==> src/rtl/sqw_trim_pkg.sv <==
package sqw_trim_pkg;

   typedef enum logic [1:0] {
      RATE_1HZ  = 2'd0,
      RATE_512  = 2'd1,
      RATE_REF  = 2'd2,
      RATE_DIV  = 2'd3
   } rate_e;

   // magnitude of a two's-complement trim word, saturated so that the
   // most negative code maps onto the largest positive magnitude
   function automatic logic [7:0] trim_mag(input logic [7:0] t);
      logic [7:0] m;
      if (t == 8'h80)       m = 8'd127;
      else if (t[7])        m = (~t) + 8'd1;
      else                  m = t;
      return m;
   endfunction

endpackage

==> src/rtl/sqw_prescaler.sv <==
module sqw_prescaler #(
   parameter int DIV = 8
) (
   input  logic clk_i,
   input  logic rst_ni,
   output logic tick_o,
   output logic phase_o
);
   localparam int CW = (DIV > 2) ? $clog2(DIV) : 1;

   if (DIV < 2) begin : g_bad_div
      $error("sqw_prescaler: DIV must be at least 2");
   end

   logic [CW-1:0] cnt_q;

   always_ff @(posedge clk_i) begin
      if (!rst_ni) begin
         cnt_q <= '0;
      end else if (cnt_q == CW'(DIV - 1)) begin
         cnt_q <= '0;
      end else begin
         cnt_q <= cnt_q + CW'(1);
      end
   end

   assign tick_o  = (cnt_q == CW'(DIV - 1));
   assign phase_o = (cnt_q < CW'(DIV / 2));

   assert_tick_spaced_R4 : assert property (@(posedge clk_i) disable iff (!rst_ni)
      tick_o |=> !tick_o)
      else $error("reference ticks adjacent");

endmodule

==> src/rtl/sqw_trim_accum.sv <==
module sqw_trim_accum #(
   parameter int TRIM_W    = 8,
   parameter int PPM_SCALE = 1000000
) (
   input  logic              clk_i,
   input  logic              rst_ni,
   input  logic              ref_tick_i,
   input  logic [TRIM_W-1:0] trim_i,
   output logic              comp_tick_o
);
   import sqw_trim_pkg::*;

   localparam int AW = $clog2(PPM_SCALE) + 1;

   if (TRIM_W != 8) begin : g_bad_w
      $error("sqw_trim_accum: TRIM_W must be 8");
   end
   if (PPM_SCALE <= 254) begin : g_bad_scale
      $error("sqw_trim_accum: PPM_SCALE too small");
   end

   logic [AW-1:0] acc_q;
   logic [AW:0]   sum;
   logic          wrap;
   logic          neg;
   logic          pend_q;

   assign neg  = trim_i[TRIM_W-1];
   assign sum  = {1'b0, acc_q} + (AW+1)'(trim_mag(trim_i));
   assign wrap = (sum >= (AW+1)'(PPM_SCALE));

   always_ff @(posedge clk_i) begin
      if (!rst_ni) begin
         acc_q  <= '0;
         pend_q <= 1'b0;
      end else begin
         pend_q <= ref_tick_i && wrap && neg;
         if (ref_tick_i) begin
            if (wrap) acc_q <= AW'(sum - (AW+1)'(PPM_SCALE));
            else      acc_q <= AW'(sum);
         end
      end
   end

   assign comp_tick_o = (ref_tick_i && !(wrap && !neg)) || pend_q;

   assert_acc_in_range_R7 : assert property (@(posedge clk_i) disable iff (!rst_ni)
      acc_q < AW'(PPM_SCALE))
      else $error("accumulator out of range");

   assert_pos_no_insert_R7 : assert property (@(posedge clk_i) disable iff (!rst_ni)
      (!neg && comp_tick_o) |-> ref_tick_i)
      else $error("tick without reference under positive trim");

   assert_insert_after_ref_R8 : assert property (@(posedge clk_i) disable iff (!rst_ni)
      (comp_tick_o && !ref_tick_i) |-> $past(ref_tick_i))
      else $error("inserted tick not adjacent to a reference tick");

endmodule

==> src/rtl/sqw_divider.sv <==
module sqw_divider #(
   parameter int HALF = 4
) (
   input  logic clk_i,
   input  logic rst_ni,
   input  logic restart_i,
   input  logic tick_i,
   output logic q_o
);
   localparam int CW = (HALF > 1) ? $clog2(HALF) : 1;

   if (HALF < 1) begin : g_bad_half
      $error("sqw_divider: HALF must be positive");
   end

   logic [CW-1:0] cnt_q;

   always_ff @(posedge clk_i) begin
      if (!rst_ni || restart_i) begin
         cnt_q <= '0;
         q_o   <= 1'b0;
      end else if (tick_i) begin
         if (cnt_q == CW'(HALF - 1)) begin
            cnt_q <= '0;
            q_o   <= ~q_o;
         end else begin
            cnt_q <= cnt_q + CW'(1);
         end
      end
   end

   assert_rise_on_tick_R5 : assert property (@(posedge clk_i) disable iff (!rst_ni)
      $rose(q_o) |-> $past(tick_i))
      else $error("divider rose without a tick");

endmodule

==> src/rtl/sqw_trim_gen.sv <==
module sqw_trim_gen #(
   parameter int CLK_HZ    = 32768,
   parameter int REF_DIV   = 8,
   parameter int CLK_DIV   = 8,
   parameter int PPM_SCALE = 1000000,
   parameter int TRIM_W    = 8
) (
   input  logic              clk_i,
   input  logic              rst_ni,
   input  logic              en_i,
   input  logic [1:0]        sel_i,
   input  logic [TRIM_W-1:0] trim_i,
   output logic              sqw_o
);
   import sqw_trim_pkg::*;

   localparam int REF_HZ = CLK_HZ / REF_DIV;
   localparam int NCOMP  = 2;
   localparam int COMP_HALF [NCOMP] = '{REF_HZ / 2, REF_HZ / 1024};

   if (CLK_HZ % REF_DIV != 0 || REF_HZ % 1024 != 0) begin : g_bad_rate
      $error("sqw_trim_gen: reference rate must be a multiple of 1024 Hz");
   end
   if (CLK_DIV < 2 || CLK_DIV % 2 != 0) begin : g_bad_cdiv
      $error("sqw_trim_gen: CLK_DIV must be even and at least 2");
   end

   logic       ref_tick, ref_phase, comp_tick;
   logic [1:0] sel_q;
   logic       restart;
   logic       div_q;
   logic [NCOMP-1:0] comp_q;
   logic       mux_q;
   logic       out_q;

   always_ff @(posedge clk_i) begin
      if (!rst_ni) sel_q <= sel_i;
      else         sel_q <= sel_i;
   end

   assign restart = !en_i || (sel_i != sel_q);

   sqw_prescaler #(.DIV(REF_DIV)) u_pre (
      .clk_i   (clk_i),
      .rst_ni  (rst_ni),
      .tick_o  (ref_tick),
      .phase_o (ref_phase)
   );

   sqw_trim_accum #(.TRIM_W(TRIM_W), .PPM_SCALE(PPM_SCALE)) u_acc (
      .clk_i       (clk_i),
      .rst_ni      (rst_ni),
      .ref_tick_i  (ref_tick),
      .trim_i      (trim_i),
      .comp_tick_o (comp_tick)
   );

   for (genvar g = 0; g < NCOMP; g++) begin : g_comp
      sqw_divider #(.HALF(COMP_HALF[g])) u_div (
         .clk_i     (clk_i),
         .rst_ni    (rst_ni),
         .restart_i (restart),
         .tick_i    (comp_tick),
         .q_o       (comp_q[g])
      );
   end

   sqw_divider #(.HALF(CLK_DIV / 2)) u_cdiv (
      .clk_i     (clk_i),
      .rst_ni    (rst_ni),
      .restart_i (restart),
      .tick_i    (1'b1),
      .q_o       (div_q)
   );

   always_comb begin
      unique case (rate_e'(sel_q))
         RATE_1HZ: mux_q = comp_q[0];
         RATE_512: mux_q = comp_q[1];
         RATE_REF: mux_q = ref_phase;
         default:  mux_q = div_q;
      endcase
   end

   always_ff @(posedge clk_i) begin
      if (!rst_ni || restart) out_q <= 1'b0;
      else                    out_q <= mux_q;
   end

   assign sqw_o = out_q;

   assert_disabled_low_R2 : assert property (@(posedge clk_i) disable iff (!rst_ni)
      !en_i |=> !sqw_o)
      else $error("output not low while disabled");

   assert_sel_change_low_R10 : assert property (@(posedge clk_i) disable iff (!rst_ni)
      (sel_i != sel_q) |=> !sqw_o)
      else $error("output not low after rate change");

endmodule

==> config.mk <==
export PLATFORM = sky130hd
export DESIGN_NAME = sqw_trim_gen
export DESIGN_NICKNAME = d
export VERILOG_FILES = /design/src/rtl/sqw_trim_pkg.sv /design/src/rtl/sqw_prescaler.sv /design/src/rtl/sqw_trim_accum.sv /design/src/rtl/sqw_divider.sv /design/src/rtl/sqw_trim_gen.sv
export SDC_FILE = /design/constraint.sdc
export NUM_CORES = 1
export LEC_CHECK = 0
export CAP_MARGIN = 20
export CORE_ASPECT_RATIO = 1.1
export CORE_MARGIN = 2
export CORE_UTILIZATION = 45
export DETAILED_ROUTE_END_ITERATION = 16
export PLACE_DENSITY_LB_ADDON = 0.15
export SLEW_MARGIN = 20
export SYNTH_ARGS = -nofsm -noshare
export SYNTH_HDL_FRONTEND = slang
export SYNTH_SLANG_ARGS = --single-unit
==> constraint.sdc <==
create_clock -name clk_i -period 11.27 [get_ports clk_i]
set_input_delay 2.254 -clock clk_i [delete_from_list [all_inputs] [get_ports clk_i]]
set_output_delay 2.254 -clock clk_i [all_outputs]
set_load 0.01 [all_outputs]
# After elaboration in Yosys (flattened, before gate mapping)
# Index checks and enable logic that the tools add are counted.
[word_totals] out_inout_bits=1 wordCells=55 latch_bits=0 ff_bits=46 n_memories=0 in_bits=13 romBits=0 ramBits=0
[op_classes] bitwise_logic=5 shift=0 div=0 n_reduce_logical=16 n_eq_ne=8 n_addsub=7 muxes=6 mul=0 n_lt_le_gt_ge=2
[ops] cell="$add 21x8->22" count=1
[ops] cell="$ge 22x20->1 const B" count=1
[ops] cell="$mux 21" count=1
[ops] cell="$sub 21x20->21 const B" count=1
[ops] cell="$mux 8" count=2
[ops] cell="$add 11x1->11 const B" count=1
[ops] cell="$eq 11x11->1 const B" count=1
[ops] cell="$mux 11" count=1
[ops] cell="$add 8x1->8 const B" count=1
[ops] cell="$eq 8x8->1 const B" count=1
[ops] cell="$not 8->8" count=1
[ops] cell="$eq 2x2->1 const B" count=3
[ops] cell="$add 2x1->2 const B" count=2
[ops] cell="$logic_and 1x1->1" count=4
[ops] cell="$logic_not 1->1" count=4
[ops] cell="$not 1->1" count=4
[ops] cell="$reduce_and 2->1" count=2
[ops] cell="$reduce_or 2->1" count=2
[ops] cell="$add 3x1->3 const B" count=1
[ops] cell="$eq 3x3->1 const B" count=1
[ops] cell="$logic_or 1x1->1" count=3
[ops] cell="$lt 3x3->1 const B" count=1
[ops] cell="$pmux 1 s3" count=1
[ops] cell="$eq 2x1->1 const B" count=1
[ops] cell="other kinds (3)" count=3

# Logic depth before layout (Yosys ltp)
# Gate-level depths: netlist of run 1.
[depth] ltp_word=11 ltp_mapped=20 depth_no_buf=19

# By module
# Synthesis of run 1 repeated with hierarchy kept, for this count alone.
[hier_totals] hier_cells=407 hier_area_um2=3434.5
[by_module_without_submodules] mod="sqw_trim_accum" cells_each=298 n_inst=1 seq_area_each_um2=440.4 area_each_um2=2339.7
[by_module_without_submodules] mod="sqw_divider at g_comp[0].u_div" cells_each=64 n_inst=1 seq_area_each_um2=240.2 area_each_um2=581.8
[by_module_without_submodules] mod="sqw_divider at g_comp[1].u_div ..." cells_each=13 n_inst=2 seq_area_each_um2=60.1 area_each_um2=138.9
[by_module_without_submodules] mod="sqw_prescaler" cells_each=9 n_inst=1 seq_area_each_um2=60.1 area_each_um2=118.9
[by_module_without_submodules] mod="sqw_trim_gen" cells_each=10 n_inst=1 seq_area_each_um2=60.1 area_each_um2=116.4

# Least setup slack after synthesis of run 1
# Ideal clock, no wire load.
[synth_timing] path_kind="input-to-reg" start="input trim_i[7]" end="register g_comp[0].u_div.cnt_q[3]" cell_stages=20 slack_ns=4.977 arrival_time_ns=6.223 setup_time_ns=0.070 path_cell_list="buf_4 > inv_1 > nor3_1 > nand3_1 > o211ai_1 > ha_1 > a211oi_1 > o211a_1 > o21a_1 > or2_2 > ha_1 > or4b_2 > nor4_1 > o21ai_0 > nand3_4 > a41oi_4 > o2111ai_1 > nand2b_1 > clkbuf_1 > a21oi_1"
[synth_between] elab_chain_cells=10
[synth_lines] element="start, declared" line="sqw_trim_gen.sv:12" rtl="input logic [TRIM_W-1:0] trim_i,"
[synth_lines] element="$not 8->8" line="sqw_trim_pkg.sv:15" rtl="else if (t[7]) m = (~t) + 8'd1;"
[synth_lines] element="$add 8x1->8" line="sqw_trim_pkg.sv:15"
[synth_lines] element="$mux 8" line="sqw_trim_pkg.sv:15"
[synth_lines] element="$mux 8" line="sqw_trim_pkg.sv:14" rtl="if (t == 8'h80) m = 8'd127;"
[synth_lines] element="$add 21x8->22" line="sqw_trim_accum.sv:29" rtl="assign sum = {1'b0, acc_q} + (AW+1)'(trim_mag(trim_i));"
[synth_lines] element="$ge 22x20->1" line="sqw_trim_accum.sv:30" rtl="assign wrap = (sum >= (AW+1)'(PPM_SCALE));"
[synth_lines] element="$logic_and 1x1->1 *" line="sqw_trim_accum.sv:45" rtl="assign comp_tick_o = (ref_tick_i && !(wrap && !neg)) || pend_q;"
[synth_lines] element="$logic_not 1->1 *" line="sqw_trim_accum.sv:45"
[synth_lines] element="$logic_and 1x1->1 *" line="sqw_trim_accum.sv:45"
[synth_lines] element="$logic_or 1x1->1 *" line="sqw_trim_accum.sv:45"
[synth_lines] element="end signal, assigned" line="sqw_divider.sv:27" rtl="cnt_q <= cnt_q + CW'(1);"
[synth_lines] element="end, declared" line="sqw_divider.sv:16" rtl="logic [CW-1:0] cnt_q;"
# Mark *: on every way between the ends. The rest lies on a longest branch, timed or not.
# A chain may end at the register's enable or synchronous reset.

# Worst setup path in the final report of run 1
[layout_timing] start="input trim_i[7]" end="register g_comp[0].u_div.cnt_q[4]"
# The elaborated chain is that of the path after synthesis.

==> results of run 1 <==
stage by stage:
step / power (W) / instances / cell area, µm² / worst slack [ns] / hold WS, ns
floorplan: 0.000190 / 410 / 3400 / 4.98 / 0.404
global placement: 0.000200 / 492 / 3550 / 4.04 / 0.413
detailed placement: 0.000200 / 492 / 3550 / 3.79 / 0.424
CTS: 0.000307 / 500 / 3630 / 4.11 / 0.443
global route: 0.000317 / 500 / 3630 / 3.63 / 0.467
finish: 0.000301 / 500 / 3630 / 4.08 / 0.440
power by group through the flow:
stage	sequential (W)	clock [W]	combinational (W)
finish	0.000165	0.000104	0.0000315
global route	0.000165	0.000116	0.0000353
CTS	0.000165	0.000110	0.0000316
detailed placement	0.000169	0	0.0000314
global placement	0.000169	0	0.0000315
floorplan	0.000169	0	0.0000215
path summary, 6_finish.rpt:
check | startpoint | end
setup / recovery | trim_i[7] | g_comp[0].u_div.cnt_q[4]
hold / removal | u_cdiv.cnt_q[0] | u_cdiv.cnt_q[0]
setup reg to reg | u_acc.acc_q[0] | g_comp[0].u_div.cnt_q[4]
hold reg to reg | u_cdiv.cnt_q[0] | u_cdiv.cnt_q[0]
layout by cell type, fill, tap and decap left out, types with 2 or more instances in the layout:
cell type / instances
a211o_1: 2
a211oi_1: 6
a21oi_1: 19
a21oi_2: 2
a31o_2: 2
a31oi_1: 3
a41oi_1: 2
and2_1: 3
and3_1: 6
and4_1: 3
buf_4: 3
clkbuf_8: 5
clkdlybuf4s50_1: 13
dfxtp_1: 46
ha_1: 16
inv_1: 10
mux2i_1: 15
nand2_1: 35
nand2b_1: 8
nand3_1: 12
nand4_1: 3
nor2_1: 44
nor2b_1: 3
nor3_1: 13
nor3b_1: 2
nor4_1: 5
o2111ai_1: 7
o211ai_1: 9
o21a_1: 6
o21ai_0: 17
o21ai_1: 3
o31ai_1: 5
or2_2: 2
or3_1: 9
or3_2: 2
or4_1: 3
xnor2_1: 18
xor2_1: 15
synth_stat cells (7+ instances only):
library cell / n / area [µm²]
nor3_1: 13 / 65.1
nor2_1: 44 / 165
o2111ai_1: 7 / 61.3
nand3_1: 12 / 60.1
nand2_1: 35 / 131
xor2_1: 15 / 131
nand2b_1: 8 / 50.1
or3_1: 9 / 56.3
a21oi_1: 19 / 95.1
xnor2_1: 18 / 158
inv_1: 10 / 37.5
clkbuf_1: 8 / 30.0
dfxtp_1: 46 / 921
o21ai_0: 17 / 85.1
ha_1: 16 / 200
o211ai_1: 9 / 67.6
mux2i_1: 15 / 150
flip-flops by register name, summed over array words and instances (netlist names):
name,flops
u_pre.cnt_q,3
sqw_o,1
u_acc.acc_q,21
g_comp.u_div.cnt_q,13
u_cdiv.cnt_q,2
sel_q,2
g_comp.u_div.q_o,2
u_acc.pend_q,1
u_cdiv.q_o,1
cell type report:
class | count | area share
clock buffer | 6 | 0.0200
clock inverter | 2 | 0.00379
inverter | 10 | 0.0103
multi-input combinational | 333 | 0.641
sequential | 46 | 0.253
tap | 87 | 0.0299
timing repair buffer | 16 | 0.0420
routing by layer:
layer	up-vias	part of all wire	GRT usage
met2	64	0.46	0.335
met3	13	0.038	0.0277
met4	0	0.018	0.0716
li1	1517	-	-
met1	1358	0.48	0.276
met5	-	0	0
cells by family (layout without fill, tap and decap cells):
family	Yosys count	count (layout)	synth area share
multiplexers	16	16	0.0475
XOR/XNOR	33	33	0.0851
buffers and inverters	31	34	0.0431
flip-flops	46	46	0.271
AND/OR/NAND/NOR	163	163	0.251
adder cells (fa/ha/maj)	17	17	0.0648
AO/OA/AOI/OAI	104	104	0.237
==> flow_summary.yaml, run 1 <==
worst_setup_path:
  worst_path_max_delay_cell: "clkdlybuf4s50_1"
  cp.required_ns: 11.50
  rr_worst_depth: 14
  cpPeakStageDelay_ns: 0.65
  cp_common_cell: "ha_1"
  cpLargestDelayFamily: "simple AND/OR/NAND/NOR gates"
  cp_cell_sequence: "clkdlybuf4s50_1 -> inv_1 -> nor3_1 -> nand3_1 -> o211ai_1 -> ha_1 -> a211oi_1 -> o211a_1 -> o21a_1 -> or2_2 -> ha_1 -> or4b_2 -> nor4_1 -> o21ai_0 -> nand3_4 -> a41oi_4 -> o2111ai_1 -> nand2b_1 -> a21oi_1"
  setup.worst_path.start_class: "input port"
  crit_fanout: 9
  worstPathBufferInverterCount: 2
  reg2reg_slack_ns: 7.04
  path_class: "in -> reg"
  crit_path_end_kind: "register"
  cp.arrival_ns: 7.42
  worstSetupPathDepth: 19
global_route:
  grt_max_degree: 29
  grt_use_total: 0.205
  grt_pass1_wl_um: 13500
  overflow: 0
  antenna_found_initial: 0
  grt_pass1_vias: 2812
floorplanning:
  dieArea_um2: 8260
  fp-row-count: 33
  io_pins: 14
  dieHeight_um: 95.1
  die_x_um: 86.8
  start_util: 0.459
  core_area_um2: 7390
route:
  drtIter0Drc: 156
  vias: 2952
  drc_errors: 0
  drtAntennaViolNets: 0
  first_pass_iters: 4
  wl_per_cell_um: 15.7
  vias_per_cell: 5.90
  drt-total-wl_um: 7860
final_layout:
  multiInputGateArea_um2: 2330
  area_growth_pct: 7.04
  num_antenna_cells: 0
  register_area_um2: 921
  final_nets: 442
  utilization: 0.492
  n_fill_cell: 704
  drive_gt1_frac: 0.0847
pwr:
  power_frac_seq: 0.549
  p_sw_frac: 0.263
  p_per_area_nw_per_um2: 82.7
  ir_drop_mv: 0.0563
  combinationalPowerShare: 0.105
  clkPwrFrac: 0.346
  power_leakage_nw: 1.24
  p_switching_w: 0.0000792
  p_int_w: 0.000222
run_status:
  outcome: "completed"
cts:
  cts_tree: "built"
  numClockSinks: 46
  path_clk_slew_ns: 0.09
  insertion_delay_ns: 0.31
  cts_resized: 0
  cts_setup_buffers: 0
  htree_levels: 2
  cts_hold_buf: 0
  clk_path_buf_depth: 2
  cts_made_buffers: 5
  clockRootBuffer: "clkbuf_8"
timing:
  max_freq_mhz: 139
  setup_tns_ns: 0
  fin_crit_sh: 0.638
  worst_pin_slew_ns: 0.783
  rsz0062_at_grt: "false"
  post-route-min-period_ns: 7.19
  skew_ns: 0.0104
  slew_violations: 0
  hold_viol: 0
  slew_headroom: 0.476
  finalSetupViolCount: 0
synth:
  syn-cell-area_um2: 3400
  async_flop_share: 0
  yosysWarnings: 0
  yosysUniqueCellTypes: 74
  yosysSeqAreaShare: 0.271
  synth-seq-cells: 46
  synth_ff_type: "dfxtp_1"
  syn-num-nets: 440
  syn_inst: 410
  synth_edf_count: 0
  syn_area_per_cell_um2: 8.28
hold_path:
  holdCritPathClass: "reg -> reg"
  min_path_cells: 1
placed_design:
  portBuffers: 13
  dp_hpwl_um: 5810
  gp_congestion: 0.911
flow_run:
  drv_cap: 0
Note: power is estimated with default switching activity, not from simulation.
==> run 2: changes to the inputs <==
- clock period: 11.27 -> 6.9 ns (I/O delays scaled with it)
==> run 2 against run 1 <==
Net effect: count of clock-buffer cells in the layout fell by 1; routed wire length unchanged; die area stayed put; hold slack lost 0.011 ns; sequential share of layout area fell by 0.078 points; global-route usage up 0.20 points; clock power increased by 67%; total power grew 65%; first-iteration DRC count grew 44%; clock skew down 0.0016 ns; cell count up 0.20%; flip-flop and latch count did not move; critical path type unchanged; critical endpoint is now g_comp[0].u_div.cnt_q[3]; largest cell class unchanged; largest power group unchanged.
==> flow_summary.yaml, run 2 (synthesis gave the netlist of run 1 again) <==
placed_design:
  dp_worst_setup_slack_ns: 0.392
  portBuffers: 13
  dp_hpwl_um: 5820
  place_area_um2: 3560
  gp_congestion: 0.847
route:
  vias: 3060
  first_pass_iters: 5
  vias_per_cell: 6.11
  drtAntennaViolNets: 0
  wl_per_cell_um: 15.7
  drt-total-wl_um: 7860
  drc_errors: 0
  drtIter0Drc: 225
timing:
  finalSetupViolCount: 0
  hold-worst-slack_ns: 0.429
  slew_violations: 0
  post-route-min-period_ns: 6.21
  worst_pin_slew_ns: 0.895
  rsz0062_at_grt: "false"
  hold_viol: 0
  fin_crit_sh: 0.900
  slew_headroom: 0.400
  skew_ns: 0.00873
  max_freq_mhz: 161
  setup_slack_ns: 0.691
  setup_tns_ns: 0
global_route:
  grt_use_total: 0.207
  grt_max_degree: 29
  overflow: 0
  grt_pass1_wl_um: 13800
  grt_pass1_vias: 2911
  antenna_found_initial: 0
worst_setup_path:
  path_class: "in -> reg"
  cp.arrival_ns: 6.45
  crit_fanout: 9
  setup.worst_path.start_class: "input port"
  cp.required_ns: 7.14
  reg2reg_slack_ns: 2.64
  crit_path_end_kind: "register"
final_layout:
  stdcell_area_um2: 3650
  largest_register_ffs: 21
  drive_gt1_frac: 0.0894
  final_cell_mix: "dfxtp_1 (46), nor2_1 (44), nand2_1 (35)"
  top_regs: "u_acc.acc_q (21), g_comp.u_div.cnt_q (13), u_pre.cnt_q (3)"
  utilization: 0.493
  final_nets: 443
  num_antenna_cells: 0
  area_growth_pct: 7.37
  mostFrequentLayoutCell: "dfxtp_1"
  regMostFlops: "u_acc.acc_q"
pwr:
  clkPwrFrac: 0.350
  power_frac_seq: 0.544
  p_sw_frac: 0.269
  power_leakage_nw: 1.24
  p_per_area_nw_per_um2: 136
  p_switching_w: 0.000133
  combinationalPowerShare: 0.105
  ir_drop_mv: 0.0722
  p_int_w: 0.000362
cts:
  cts_made_buffers: 5
  clk_path_buf_depth: 2
  path_clk_slew_ns: 0.09
  numClockSinks: 46
  cts_setup_buffers: 0
  clockRootBuffer: "clkbuf_8"
  cts_hold_buf: 0
  htree_levels: 2
  cts_tree: "built"
  insertion_delay_ns: 0.31
  cts_resized: 0
floorplanning:
  start_util: 0.459
  die_x_um: 86.8
  dieHeight_um: 95.1
  io_pins: 14
  core_area_um2: 7390
  fp-row-count: 33
  dieArea_um2: 8260
run_status:
  outcome: "completed"
hold_path:
  holdCritPathClass: "reg -> reg"
flow_run:
  drv_cap: 0
## run 2: stage by stage
| stage | instances | total power, W |
|---|---|---|
| after global placement | 493 | 0.000328 |
| after floorplan | 410 | 0.000311 |
| after CTS | 501 | 0.000502 |
| final | 501 | 0.000495 |
| after detailed placement | 493 | 0.000328 |
| after global routing | 501 | 0.000522 |
## run 2: metal layers
| layer | track usage | wire length [µm] | up-vias |
|---|---|---|---|
| li1 | - | - | 1513 |
| met1 | 0.270 | 3660 | 1439 |
| met2 | 0.352 | 3700 | 91 |
| met3 | 0.0355 | 326 | 17 |
| met4 | 0.0547 | 173 | 0 |
| met5 | 0 | 0 | - |
## run 2: worst paths after layout
| kind | endpoint | cells after the start | startpoint |
|---|---|---|---|
| max | g_comp[0].u_div.cnt_q[3] | 19 | trim_i[7] |
| min | u_cdiv.cnt_q[0] | 1 | u_cdiv.cnt_q[0] |
| max reg2reg | g_comp[0].u_div.cnt_q[3] | 14 | u_acc.acc_q[0] |
| min reg2reg | u_cdiv.cnt_q[0] | 1 | u_cdiv.cnt_q[0] |
## run 2: power groups by stage
stage	registers, W	clock network (W)	logic [W]
2_1_floorplan	0.000276	0	0.0000352
3_3_place_gp	0.000276	0	0.0000523
3_5_place_dp	0.000276	0	0.0000522
4_1_cts	0.000270	0.000180	0.0000525
5_1_grt	0.000270	0.000193	0.0000587
6_report	0.000270	0.000174	0.0000521
## run 2: cell type report
cell class	count	area, µm²
Clock buffer	5	68.8
Clock inverter	3	21.3
Fill cell	734	3740
Inverter	10	37.5
Multi-Input combinational cell	333	2330
Sequential cell	46	921
Tap cell	87	109
Timing Repair Buffer	17	160
## run 2: worst max-delay path: stages
cell and delay, ns:
clkdlybuf4s50_1 0.56, inv_1 0.26, nor3_1 0.12, nand3_1 0.17, nand2_1 0.08, ha_1 0.20, fa_1 0.42, a211oi_2 0.34
o21a_4 0.26, xnor2_1 0.21, ha_1 0.21, or4b_2 0.58, nor4_1 0.32, o21ai_0 0.23, nand3_4 0.15, a41oi_4 0.21
o2111ai_1 0.31, nand2b_1 0.26, a21oi_1 0.17
==> run 3: changes to the inputs <==
- RECOVER_POWER: default -> 25
- SLEW_MARGIN: 20 -> 0
==> run 3 against run 2 <==
Net effect: clock power hardly changed; combinational power fell by 2%; clock skew is 0.0013 ns lower; flip-flop and latch count unchanged; critical path type unchanged; highest routed layer unchanged.
==> flow_summary.yaml, run 3 (synthesis gave the netlist of run 1 again) <==
run_status:
  outcome: "completed"
final_layout:
  mostFrequentLayoutCell: "dfxtp_1"
  drive_gt1_frac: 0.0870
  largest_register_ffs: 21
  regMostFlops: "u_acc.acc_q"
  n_fill_cell: 734
  area_growth_pct: 7.26
  final_nets: 443
  top_regs: "u_acc.acc_q (21), g_comp.u_div.cnt_q (13), u_pre.cnt_q (3)"
  final_cell_mix: "dfxtp_1 (46), nor2_1 (44), nand2_1 (35)"
  num_antenna_cells: 0
floorplanning:
  start_util: 0.459
  die_x_um: 86.8
  core_area_um2: 7390
  io_pins: 14
  fp-row-count: 33
  dieArea_um2: 8260
  dieHeight_um: 95.1
cts:
  cts_made_buffers: 5
  cts_resized: 0
  insertion_delay_ns: 0.31
  cts_tree: "built"
  htree_levels: 2
  clk_path_buf_depth: 2
  cts_hold_buf: 0
  numClockSinks: 46
  clockRootBuffer: "clkbuf_8"
  path_clk_slew_ns: 0.09
  cts_setup_buffers: 0
global_route:
  overflow: 0
  grt_pass1_vias: 2911
  antenna_found_initial: 0
  grt_pass1_wl_um: 13800
  grt_max_degree: 29
  grt_use_total: 0.207
pwr:
  p_per_area_nw_per_um2: 136
  power_leakage_nw: 1.24
  p_switching_w: 0.000133
  p_int_w: 0.000362
  power.total_w: 0.000495
  p_sw_frac: 0.269
  clkPwrFrac: 0.351
  ir_drop_mv: 0.0722
  power_frac_seq: 0.545
  combinationalPowerShare: 0.104
timing:
  fin_crit_sh: 0.899
  post-route-min-period_ns: 6.21
  setup_tns_ns: 0
  finalSetupViolCount: 0
  slew_violations: 0
  skew_ns: 0.00746
  hold_viol: 0
  max_freq_mhz: 161
  slew_headroom: 0.393
  rsz0062_at_grt: "false"
  setup_slack_ns: 0.695
  worst_pin_slew_ns: 0.906
worst_setup_path:
  cp_common_cell: "ha_1"
  cp.required_ns: 7.14
  worst_path_max_delay_cell: "or4b_2"
  crit_fanout: 9
  worstPathBufferInverterCount: 2
  worstSetupPathDepth: 19
  crit_path_end_kind: "register"
  worst_r2r_endpoint: "g_comp[0].u_div.cnt_q[3]"
  cpLargestDelayFamily: "simple AND/OR/NAND/NOR gates"
  path_class: "in -> reg"
  setup.worst_path.start_class: "input port"
  cp_cell_sequence: "clkdlybuf4s50_1 -> inv_1 -> nor3_1 -> nand3_1 -> nand2_1 -> ha_1 -> fa_1 -> a211oi_2 -> o21a_4 -> xnor2_1 -> ha_1 -> or4b_2 -> nor4_1 -> o21ai_0 -> nand3_4 -> a41oi_4 -> o2111ai_1 -> nand2b_1 -> a21oi_1"
  cpPeakStageDelay_ns: 0.58
  rr_worst_depth: 14
  cp.arrival_ns: 6.44
  r2r-start: "u_acc.acc_q[0]"
  reg2reg_slack_ns: 2.64
route:
  drtIter0Drc: 240
  vias_per_cell: 6.10
  vias: 3056
  wl_per_cell_um: 15.6
  first_pass_iters: 5
  drt-total-wl_um: 7800
  drtAntennaViolNets: 0
  drc_errors: 0
placed_design:
  dp_worst_setup_slack_ns: 0.392
  dp_hpwl_um: 5820
  gp_congestion: 0.847
  portBuffers: 13
hold_path:
  holdPathEnd: "u_cdiv.cnt_q[0]"
  holdCritPathClass: "reg -> reg"
  min_path_cells: 1
  hold_start: "u_cdiv.cnt_q[0]"
flow_run:
  drv_cap: 0
-- run 3: changes by cell type in the layout (fill, tap and decap cells not counted), sizes merged --
| cell | delta |
|---|---|
| dlygate4sd3 | +4 |
| clkdlybuf4s50 | -4 |
| clkbuf | +1 |
| buf | -1 |
-- run 3: cell type report --
cell class	count	area, µm²	area share
Clock buffer	5	68.8	0.0189
Clock inverter	3	21.3	0.00584
Inverter	10	37.5	0.0103
Multi-Input combinational cell	333	2330	0.639
Sequential cell	46	921	0.253
Tap cell	87	109	0.0299
Timing Repair Buffer	17	156	0.0429
-- run 3: worst max-delay path by stage --
stage	start	to	slack, ns
5_1_grt	trim_i[7]	g_comp[0].u_div.cnt_q[3]	0.15
2_1_floorplan	trim_i[7]	g_comp[0].u_div.cnt_q[3]	1.48
6_report	trim_i[7]	g_comp[0].u_div.cnt_q[3]	0.69
4_1_cts	trim_i[7]	g_comp[0].u_div.cnt_q[4]	0.69
3_5_place_dp	trim_i[7]	g_comp[0].u_div.cnt_q[3]	0.39
3_3_place_gp	trim_i[7]	g_comp[0].u_div.cnt_q[4]	0.59
-- run 3: routing by layer --
metal / track usage / routed length, µm / part of all wire / vias to the layer above
met4: 0.0547 / 181 / 0.023 / 0
met3: 0.0355 / 420 / 0.054 / 16
met1: 0.270 / 3590 / 0.46 / 1434
met2: 0.352 / 3620 / 0.46 / 92
li1: - / - / - / 1514
met5: 0 / 0 / 0 / -
-- run 3: power by group through the flow --
| stage | Combinational (W) | Sequential [W] | Clock, W |
|---|---|---|---|
| 5_1_grt | 0.0000581 | 0.000270 | 0.000193 |
| 3_5_place_dp | 0.0000522 | 0.000276 | 0 |
| 2_1_floorplan | 0.0000352 | 0.000276 | 0 |
| 3_3_place_gp | 0.0000523 | 0.000276 | 0 |
| 4_1_cts | 0.0000525 | 0.000270 | 0.000180 |
| 6_report | 0.0000513 | 0.000270 | 0.000174 |
-- run 3: per-stage QoR --
step	std cells	util	hold WS (ns)	instance area, µm²
2_1_floorplan	410	-	0.404	3400
3_3_place_gp	493	0.481	0.413	3560
3_5_place_dp	493	0.481	0.419	3560
4_1_cts	501	0.493	0.432	3650
5_1_grt	501	0.493	0.449	3640
6_report	501	0.493	0.429	3640
